`config.mk`:
```
export PLATFORM = sky130hd
export DESIGN_NAME = sdram_cmd_monitor
export DESIGN_NICKNAME = d
export VERILOG_FILES = /design/src/rtl/sdram_mon_pkg.sv /design/src/rtl/sdram_cmd_decode.sv /design/src/rtl/sdram_bank_track.sv /design/src/rtl/sdram_cmd_monitor.sv
export SDC_FILE = /design/constraint.sdc
export NUM_CORES = 1
export LEC_CHECK = 0
export ABC_AREA = 1
export BUFFER_PORTS_ARGS = -buffer_cell sky130_fd_sc_hd__buf_4
export CORE_MARGIN = 1.5
export CORE_UTILIZATION = 40
export DETAILED_ROUTE_END_ITERATION = 16
export SYNTH_ARGS = -nofsm -noshare
export SYNTH_HDL_FRONTEND = slang
export SYNTH_SLANG_ARGS = --single-unit
```
`constraint.sdc`:
```
create_clock -name clk -period 2.43 [get_ports clk]
set_clock_uncertainty 0.05 [all_clocks]
set_input_delay 0.1215 -clock clk [delete_from_list [all_inputs] [get_ports clk]]
set_output_delay 0.1215 -clock clk [all_outputs]
set_load 0.02 [all_outputs]
```
`src/rtl/sdram_mon_pkg.sv`:
```
package sdram_mon_pkg;
  typedef enum logic [3:0] {
    C_DESL, C_NOP, C_BST, C_RD, C_WR, C_ACT, C_PRE, C_REF, C_MRS
  } cmd_e;

  typedef enum logic [1:0] {B_IDLE, B_OPEN, B_WRAP, B_PCHG} bank_e;

  typedef enum logic [2:0] {
    E_NONE = 3'd0, E_STATE = 3'd1, E_RCD = 3'd2,
    E_RAS = 3'd3, E_RRD = 3'd4, E_BUSY = 3'd5
  } err_e;

  typedef enum logic [1:0] {D_RUN, D_PDN, D_SREF} dev_e;
endpackage

```
`src/rtl/sdram_cmd_decode.sv`:
```
module sdram_cmd_decode
  import sdram_mon_pkg::*;
(
  input  logic cs_n,
  input  logic ras_n,
  input  logic cas_n,
  input  logic we_n,
  output cmd_e cmd
);
  always_comb begin
    if (cs_n) cmd = C_DESL;
    else begin
      case ({ras_n, cas_n, we_n})
        3'b111:  cmd = C_NOP;
        3'b110:  cmd = C_BST;
        3'b101:  cmd = C_RD;
        3'b100:  cmd = C_WR;
        3'b011:  cmd = C_ACT;
        3'b010:  cmd = C_PRE;
        3'b001:  cmd = C_REF;
        default: cmd = C_MRS;
      endcase
    end
  end
endmodule

```
`src/rtl/sdram_bank_track.sv`:
```
module sdram_bank_track
  import sdram_mon_pkg::*;
#(
  parameter int T_RCD = 3,
  parameter int T_RAS = 6,
  parameter int T_RP  = 3,
  parameter int T_DPL = 2,
  parameter int CW    = 5
) (
  input  logic  clk,
  input  logic  rst,
  input  logic  do_act,
  input  logic  do_pre,
  input  logic  do_wrap,
  output bank_e st,
  output logic  rcd_done,
  output logic  ras_done
);
  logic [CW-1:0] tcnt, rcd_c, ras_c;

  assign rcd_done = (rcd_c == '0);
  assign ras_done = (ras_c == '0);

  always_ff @(posedge clk) begin
    if (rst) begin
      st    <= B_IDLE;
      tcnt  <= '0;
      rcd_c <= '0;
      ras_c <= '0;
    end else begin
      rcd_c <= (rcd_c != '0) ? rcd_c - 1'b1 : '0;
      ras_c <= (ras_c != '0) ? ras_c - 1'b1 : '0;
      if (do_act) begin
        st    <= B_OPEN;
        rcd_c <= CW'(T_RCD - 1);
        ras_c <= CW'(T_RAS - 1);
      end else if (do_pre) begin
        st   <= B_PCHG;
        tcnt <= CW'(T_RP - 1);
      end else if (do_wrap) begin
        st   <= B_WRAP;
        tcnt <= CW'(T_DPL - 1);
      end else begin
        case (st)
          B_WRAP: begin
            if (tcnt <= 1) begin
              st   <= B_PCHG;
              tcnt <= CW'(T_RP - 1);
            end else tcnt <= tcnt - 1'b1;
          end
          B_PCHG: begin
            if (tcnt <= 1) begin
              st   <= B_IDLE;
              tcnt <= '0;
            end else tcnt <= tcnt - 1'b1;
          end
          default: tcnt <= '0;
        endcase
      end
    end
  end
endmodule

```
`src/rtl/sdram_cmd_monitor.sv`:
```
module sdram_cmd_monitor
  import sdram_mon_pkg::*;
#(
  parameter int BA_W  = 2,
  parameter int T_RCD = 3,
  parameter int T_RAS = 6,
  parameter int T_RP  = 3,
  parameter int T_DPL = 2,
  parameter int T_RRD = 2,
  parameter int T_RC  = 8
) (
  input  logic            clk,
  input  logic            rst,
  input  logic            cke,
  input  logic            cs_n,
  input  logic            ras_n,
  input  logic            cas_n,
  input  logic            we_n,
  input  logic [BA_W-1:0] ba,
  input  logic            a10,
  output logic            cmd_bad,
  output logic [2:0]      err_code
);
  localparam int NB    = 1 << BA_W;
  localparam int T_MRD = 2;
  // sum of all limits bounds every single one, so any counter fits
  localparam int TSUM  = T_RCD + T_RAS + T_RP + T_DPL + T_RRD + T_RC + T_MRD;
  localparam int CW    = $clog2(TSUM + 1);

  cmd_e          cmd;
  bank_e         bst [NB];
  logic [NB-1:0] rcd_ok, ras_ok, open_v, wrap_v, idle_v;
  logic [NB-1:0] g_act, g_pre, g_wrap;
  logic [CW-1:0] rrd_c, busy_c;
  dev_e          dev;
  logic          cke_q;
  err_e          err_n;
  logic          act_ok, pre_one, pall, wrap_one, ref_ok, mrs_ok;
  logic          enter_lp, enter_sref, leave_lp, all_idle;
  bank_e         sel;

  sdram_cmd_decode u_dec (
    .cs_n(cs_n), .ras_n(ras_n), .cas_n(cas_n), .we_n(we_n), .cmd(cmd)
  );

  for (genvar i = 0; i < NB; i++) begin : g_bank
    assign open_v[i] = (bst[i] == B_OPEN);
    assign wrap_v[i] = (bst[i] == B_WRAP);
    assign idle_v[i] = (bst[i] == B_IDLE);
    assign g_act[i]  = act_ok && (ba == BA_W'(i));
    assign g_pre[i]  = (pre_one && (ba == BA_W'(i))) || (pall && open_v[i]);
    assign g_wrap[i] = wrap_one && (ba == BA_W'(i));

    sdram_bank_track #(
      .T_RCD(T_RCD), .T_RAS(T_RAS), .T_RP(T_RP), .T_DPL(T_DPL), .CW(CW)
    ) u_bank (
      .clk(clk), .rst(rst), .do_act(g_act[i]), .do_pre(g_pre[i]),
      .do_wrap(g_wrap[i]), .st(bst[i]), .rcd_done(rcd_ok[i]),
      .ras_done(ras_ok[i])
    );
  end

  assign all_idle = &idle_v;
  assign sel      = bst[ba];

  always_comb begin
    err_n = E_NONE;
    {act_ok, pre_one, pall, wrap_one, ref_ok, mrs_ok} = '0;
    {enter_lp, enter_sref, leave_lp} = '0;
    if (dev != D_RUN) begin
      leave_lp = cke;
    end else if (!cke_q) begin
      err_n = E_NONE;
    end else if (!cke && all_idle && busy_c == '0) begin
      enter_lp   = 1'b1;
      enter_sref = (cmd == C_REF);
    end else if (busy_c != '0) begin
      if (cmd != C_DESL && cmd != C_NOP) err_n = E_BUSY;
    end else begin
      case (cmd)
        C_RD, C_WR: begin
          if (sel != B_OPEN)     err_n = E_STATE;
          else if (!rcd_ok[ba])  err_n = E_RCD;
          else if (a10) begin
            wrap_one = (cmd == C_WR);
            pre_one  = (cmd == C_RD);
          end
        end
        C_ACT: begin
          if (sel != B_IDLE)     err_n = E_STATE;
          else if (rrd_c != '0)  err_n = E_RRD;
          else                   act_ok = 1'b1;
        end
        C_PRE: begin
          if (a10) begin
            if (|wrap_v)                  err_n = E_STATE;
            else if (|(open_v & ~ras_ok)) err_n = E_RAS;
            else                          pall = 1'b1;
          end else if (sel == B_WRAP)     err_n = E_STATE;
          else if (sel == B_OPEN) begin
            if (!ras_ok[ba]) err_n = E_RAS;
            else             pre_one = 1'b1;
          end
        end
        C_REF: begin
          if (!all_idle) err_n = E_STATE;
          else           ref_ok = 1'b1;
        end
        C_MRS: begin
          if (!all_idle) err_n = E_STATE;
          else           mrs_ok = 1'b1;
        end
        default: err_n = E_NONE;
      endcase
    end
  end

  always_ff @(posedge clk) begin
    if (rst) begin
      cke_q    <= 1'b1;
      dev      <= D_RUN;
      rrd_c    <= '0;
      busy_c   <= '0;
      cmd_bad  <= 1'b0;
      err_code <= 3'd0;
    end else begin
      cke_q <= cke;
      if (act_ok)            rrd_c <= CW'(T_RRD - 1);
      else if (rrd_c != '0)  rrd_c <= rrd_c - 1'b1;
      if (ref_ok)            busy_c <= CW'(T_RC - 1);
      else if (mrs_ok)       busy_c <= CW'(T_MRD - 1);
      else if (busy_c != '0) busy_c <= busy_c - 1'b1;
      if (leave_lp)          dev <= D_RUN;
      else if (enter_lp)     dev <= enter_sref ? D_SREF : D_PDN;
      cmd_bad  <= (err_n != E_NONE);
      err_code <= err_n;
    end
  end
endmodule

```
==> results.md <==
- Initial antenna violation count: 0
- Area growth syn-to-layout: 12.3%
- Reg clk slew, reported paths: 0.06 ns
- CP Buf/Inv Count: 3
- Worst EP arrival: 2.39 ns
- Critical path class: reg2reg
- Sink Count: 85
- Cell with the most instances after synthesis: nand2_1
- Die span in y: 111 um
- Clk root buf: clkbuf_16
- Post-synth EDFFs: 0
- Vias in the first global route: between 3,000 and 4,000
- Top FF cell, synth: dfxtp_1
- Slew Limit Fails: 0
- Filler instances: 1,169
- DRT Wirelength: 9840 um
- Psw: 1970 uW
- Post-DP HPWL: 7440 um
- Inserted Clock Buffers: 9
- Mux contribution to synthesized area: 0%
- Area contributors post-synth: dfxtp_1, nand2_1, inv_1
- H-tree Lvls: 3
- Max IR drop VDD: between 700 and 800 uV
- Worst r2r src: busy_c[0]
- Synth Area in Adders: 5.88%
- Hold Violations, Final: 0
- Per-cell routed wire length: about 12 um
- Antenna Nets Post-Route: 0
- Slew headroom: 53.8%
- Period utilization: slightly below 90%
- Hold Path Depth: 3
- GP Congestion: ~0.9
- Synth cell count leaders: nand2_1, inv_1, dfxtp_1
- FF+latch count, synth: 85
- Multi-input gate area: roughly 2500 sq um
- Largest area contributor in the netlist: dfxtp_1
- Worst-Skew Late Latency: 0.35 ns
- Post-Syn Area: 4680 sq um
- Site Rows: 39
- Initial Utilization: 41.0%
- Status: completed
- Sum Neg Setup Slack: 0 ns
- Synth Area in XOR/XNOR: 6.36%
- Library cells used by synthesis: 32
- RSZ-0062 raised after global routing: false
- Synth top area share: between 30% and 40%
- Final nets: 724
- CP top delay family: simple AND/OR/NAND/NOR gates
- Die Wd: 111 um
- Static Leak: 0.00263 uW
- Async SR Flop Fraction: 0%
- 1st-iter DRT viols: 293
- Proportion of layout cells with a drive suffix above 1: ~10%
- Combinational family with the most area after synthesis: simple AND/OR/NAND/NOR gates
- # diodes: 0
- Synth Area in Compound Gates: 7.67%
- First-pass GRT wire length: about 17,000 um
- PD cells: a little over 1000 nW/um^2
- Drc violations: 0
- Switch share: 36.7%
- Pre-Repair DR Iteration Count: 4
- WP depth: 12
- Area of the core: 11,400 sq um
- Post-synthesis sequential area ratio: 36.3%
- CTS tree: built
- Max-cap viol count: 0
- Clock power share: 25.5%
- Cells after synthesis: 670
- Dpl cell area: 4960 sq um
- PortBufs: 13
- Tot GR Track Use: approximately 17%
- R2R cell count: 12
- Part of the power in combinational logic: 38.0%
- Largest net degree at the start of global routing: 34
- Final core utilization: 46.1%
- Flop pwr share: between 30% and 40%
- Simple-gate share of the synthesized area: 33.0%
- Finished Cell Area: 5260 sq um
- Crit end category: flip-flop
- Hold_sp: we_n
- CP Launch Type: flip-flop
- Io pins: 14
- WHS Endpoint: busy_c[1]
- Pint: between 3000 and 4000 uW
- Longest Clk Path Bufs: 2
- Hold Crit Class: in2reg
- RR Endpoint: g_bank[1].u_bank.tcnt[1]
- Most used cell, CP: inv_1
- Final setup violation count: 0
- Vias/cell: ~4.8
- Slowest cell delay on critical path: 0.44 ns
- Worst EP required: 2.68 ns
- Die area: about 12,000 sq um
- Synth Net Count: 702
- Hold WS: 0.0698 ns
- Post-layout min period: approximately 2.1 ns
- Seq. cell area: 1700 sq um
- GRT overflow: 0
- Yosys Warn Count: 0
- Worst-margin pin slew: slightly below 0.7 ns
- Critical-path cell list: inv_1 > ha_1 > nand2_1 > inv_1 > nand2_2 > nor2_2 > nand2_2 > nor2_1 > nand3_1 > nand4_1 > nand2_1 > inv_1
- CP max FO: 8
- R2R Setup Slk: between 0.2 and 0.3 ns
- Fmax: 0.467 GHz
- Via count: 4,003
- CP max-delay cell: nor2_1
- Synth Area per Inst: roughly 7.0 sq um
-- state kept, by name (all words and copies together), names as in the netlist --
name	count
g_bank.u_bank.tcnt	20
g_bank.u_bank.rcd_c	20
err_code	3
busy_c	5
g_bank.u_bank.st	8
g_bank.u_bank.ras_c	20
cmd_bad	1
cke_q	1
rrd_c	5
dev	2
-- stage by stage --
| stage | total power, uW | instances | setup WS, ns |
|---|---|---|---|
| after CTS | 5430 | 840 | 0.324 |
| after global placement | 3970 | 823 | 0.407 |
| final | 5360 | 840 | 0.288 |
| after detailed placement | 4020 | 823 | 0.346 |
| after floorplan | 3600 | 670 | 0.649 |
| after global routing | 5830 | 840 | 0.0278 |
-- layer usage --
layer	vias to the layer above	part of all wire (%)	routed length, um	track usage [%]
met3	7	4.1	399	5.14
met4	0	1.4	140	4.39
met1	1812	48	4720	21.6
li1	2133	-	-	-
met5	-	0	0	0
met2	51	47	4580	28.2
-- logic make-up after synthesis --
family | Yosys count
AND/OR/NAND/NOR | 332
flip-flops | 85
XOR/XNOR | 34
buffers and inverters | 133
adder cells (fa/ha/maj) | 22
AO/OA/AOI/OAI | 64
-- worst reg2reg max path, stage by stage (launching register included) --
cell and delay [ns]:
dfxtp_1 0.31, inv_1 0.09, ha_1 0.19, nand2_1 0.06, inv_1 0.08, nand2_2 0.12, nor2_2 0.19, nand2_2 0.18
nor2_1 0.44, nand3_1 0.17, nand4_1 0.13, nand2_1 0.06, inv_1 0.04
-- timing repair --
item                       4_1_cts  5_1_grt
hold buffers                     1        0
resized for setup                0        0
hold endpoints to repair         1        0
setup buffers                    0        0
setup endpoints to repair        0        0
-- cell usage in the layout, fill, tap and decap left out, types with 2 or more instances in the layout --
| cell | count |
|---|---|
| o21ai_1 | 7 |
| or2_2 | 3 |
| nor2_4 | 3 |
| xnor2_1 | 11 |
| nand3_2 | 5 |
| o211ai_2 | 2 |
| nand4_1 | 18 |
| nand2_4 | 5 |
| clkbuf_16 | 9 |
| clkbuf_1 | 2 |
| nand2_1 | 155 |
| inv_2 | 8 |
| nand2_2 | 7 |
| a21oi_1 | 36 |
| nor2_2 | 2 |
| nor2_8 | 2 |
| inv_1 | 118 |
| nor3_1 | 13 |
| o211ai_1 | 2 |
| xor2_1 | 23 |
| nand3_1 | 39 |
| clkinv_2 | 2 |
| nor2_1 | 76 |
| ha_1 | 22 |
| a211oi_1 | 4 |
| o21ai_0 | 10 |
| buf_4 | 16 |
| nand3b_1 | 2 |
| a211o_1 | 2 |
| dfxtp_1 | 85 |
-- power groups by stage --
stage	Clock [uW]	Sequential (uW)	Combinational (uW)
2_1_floorplan	0	1960	1640
3_3_place_gp	0	1980	1990
3_5_place_dp	0	1990	2040
4_1_cts	1410	1960	2060
5_1_grt	1470	2000	2360
6_report	1360	1960	2040
-- worst max-delay path by stage --
stage | from | to | slack, ns
after detailed placement | busy_c[0] | g_bank[3].u_bank.ras_c[4] | 0.35
after floorplan | busy_c[0] | g_bank[3].u_bank.rcd_c[3] | 0.65
after global placement | rrd_c[0] | g_bank[3].u_bank.ras_c[4] | 0.41
after CTS | busy_c[0] | g_bank[1].u_bank.tcnt[1] | 0.32
after global routing | busy_c[1] | g_bank[0].u_bank.tcnt[1] | 0.03
final | busy_c[0] | g_bank[1].u_bank.tcnt[1] | 0.29
-- layout make-up --
cell class / instances / area share (%)
well taps: 143 / 3.40
clock buffers: 12 / 4.69
repair buffers: 17 / 2.47
multi-input cells: 452 / 47.1
clock inverters: 4 / 0.904
inverters: 127 / 9.11
flip-flops and latches: 85 / 32.4
Power figures use the tool's default switching activity.
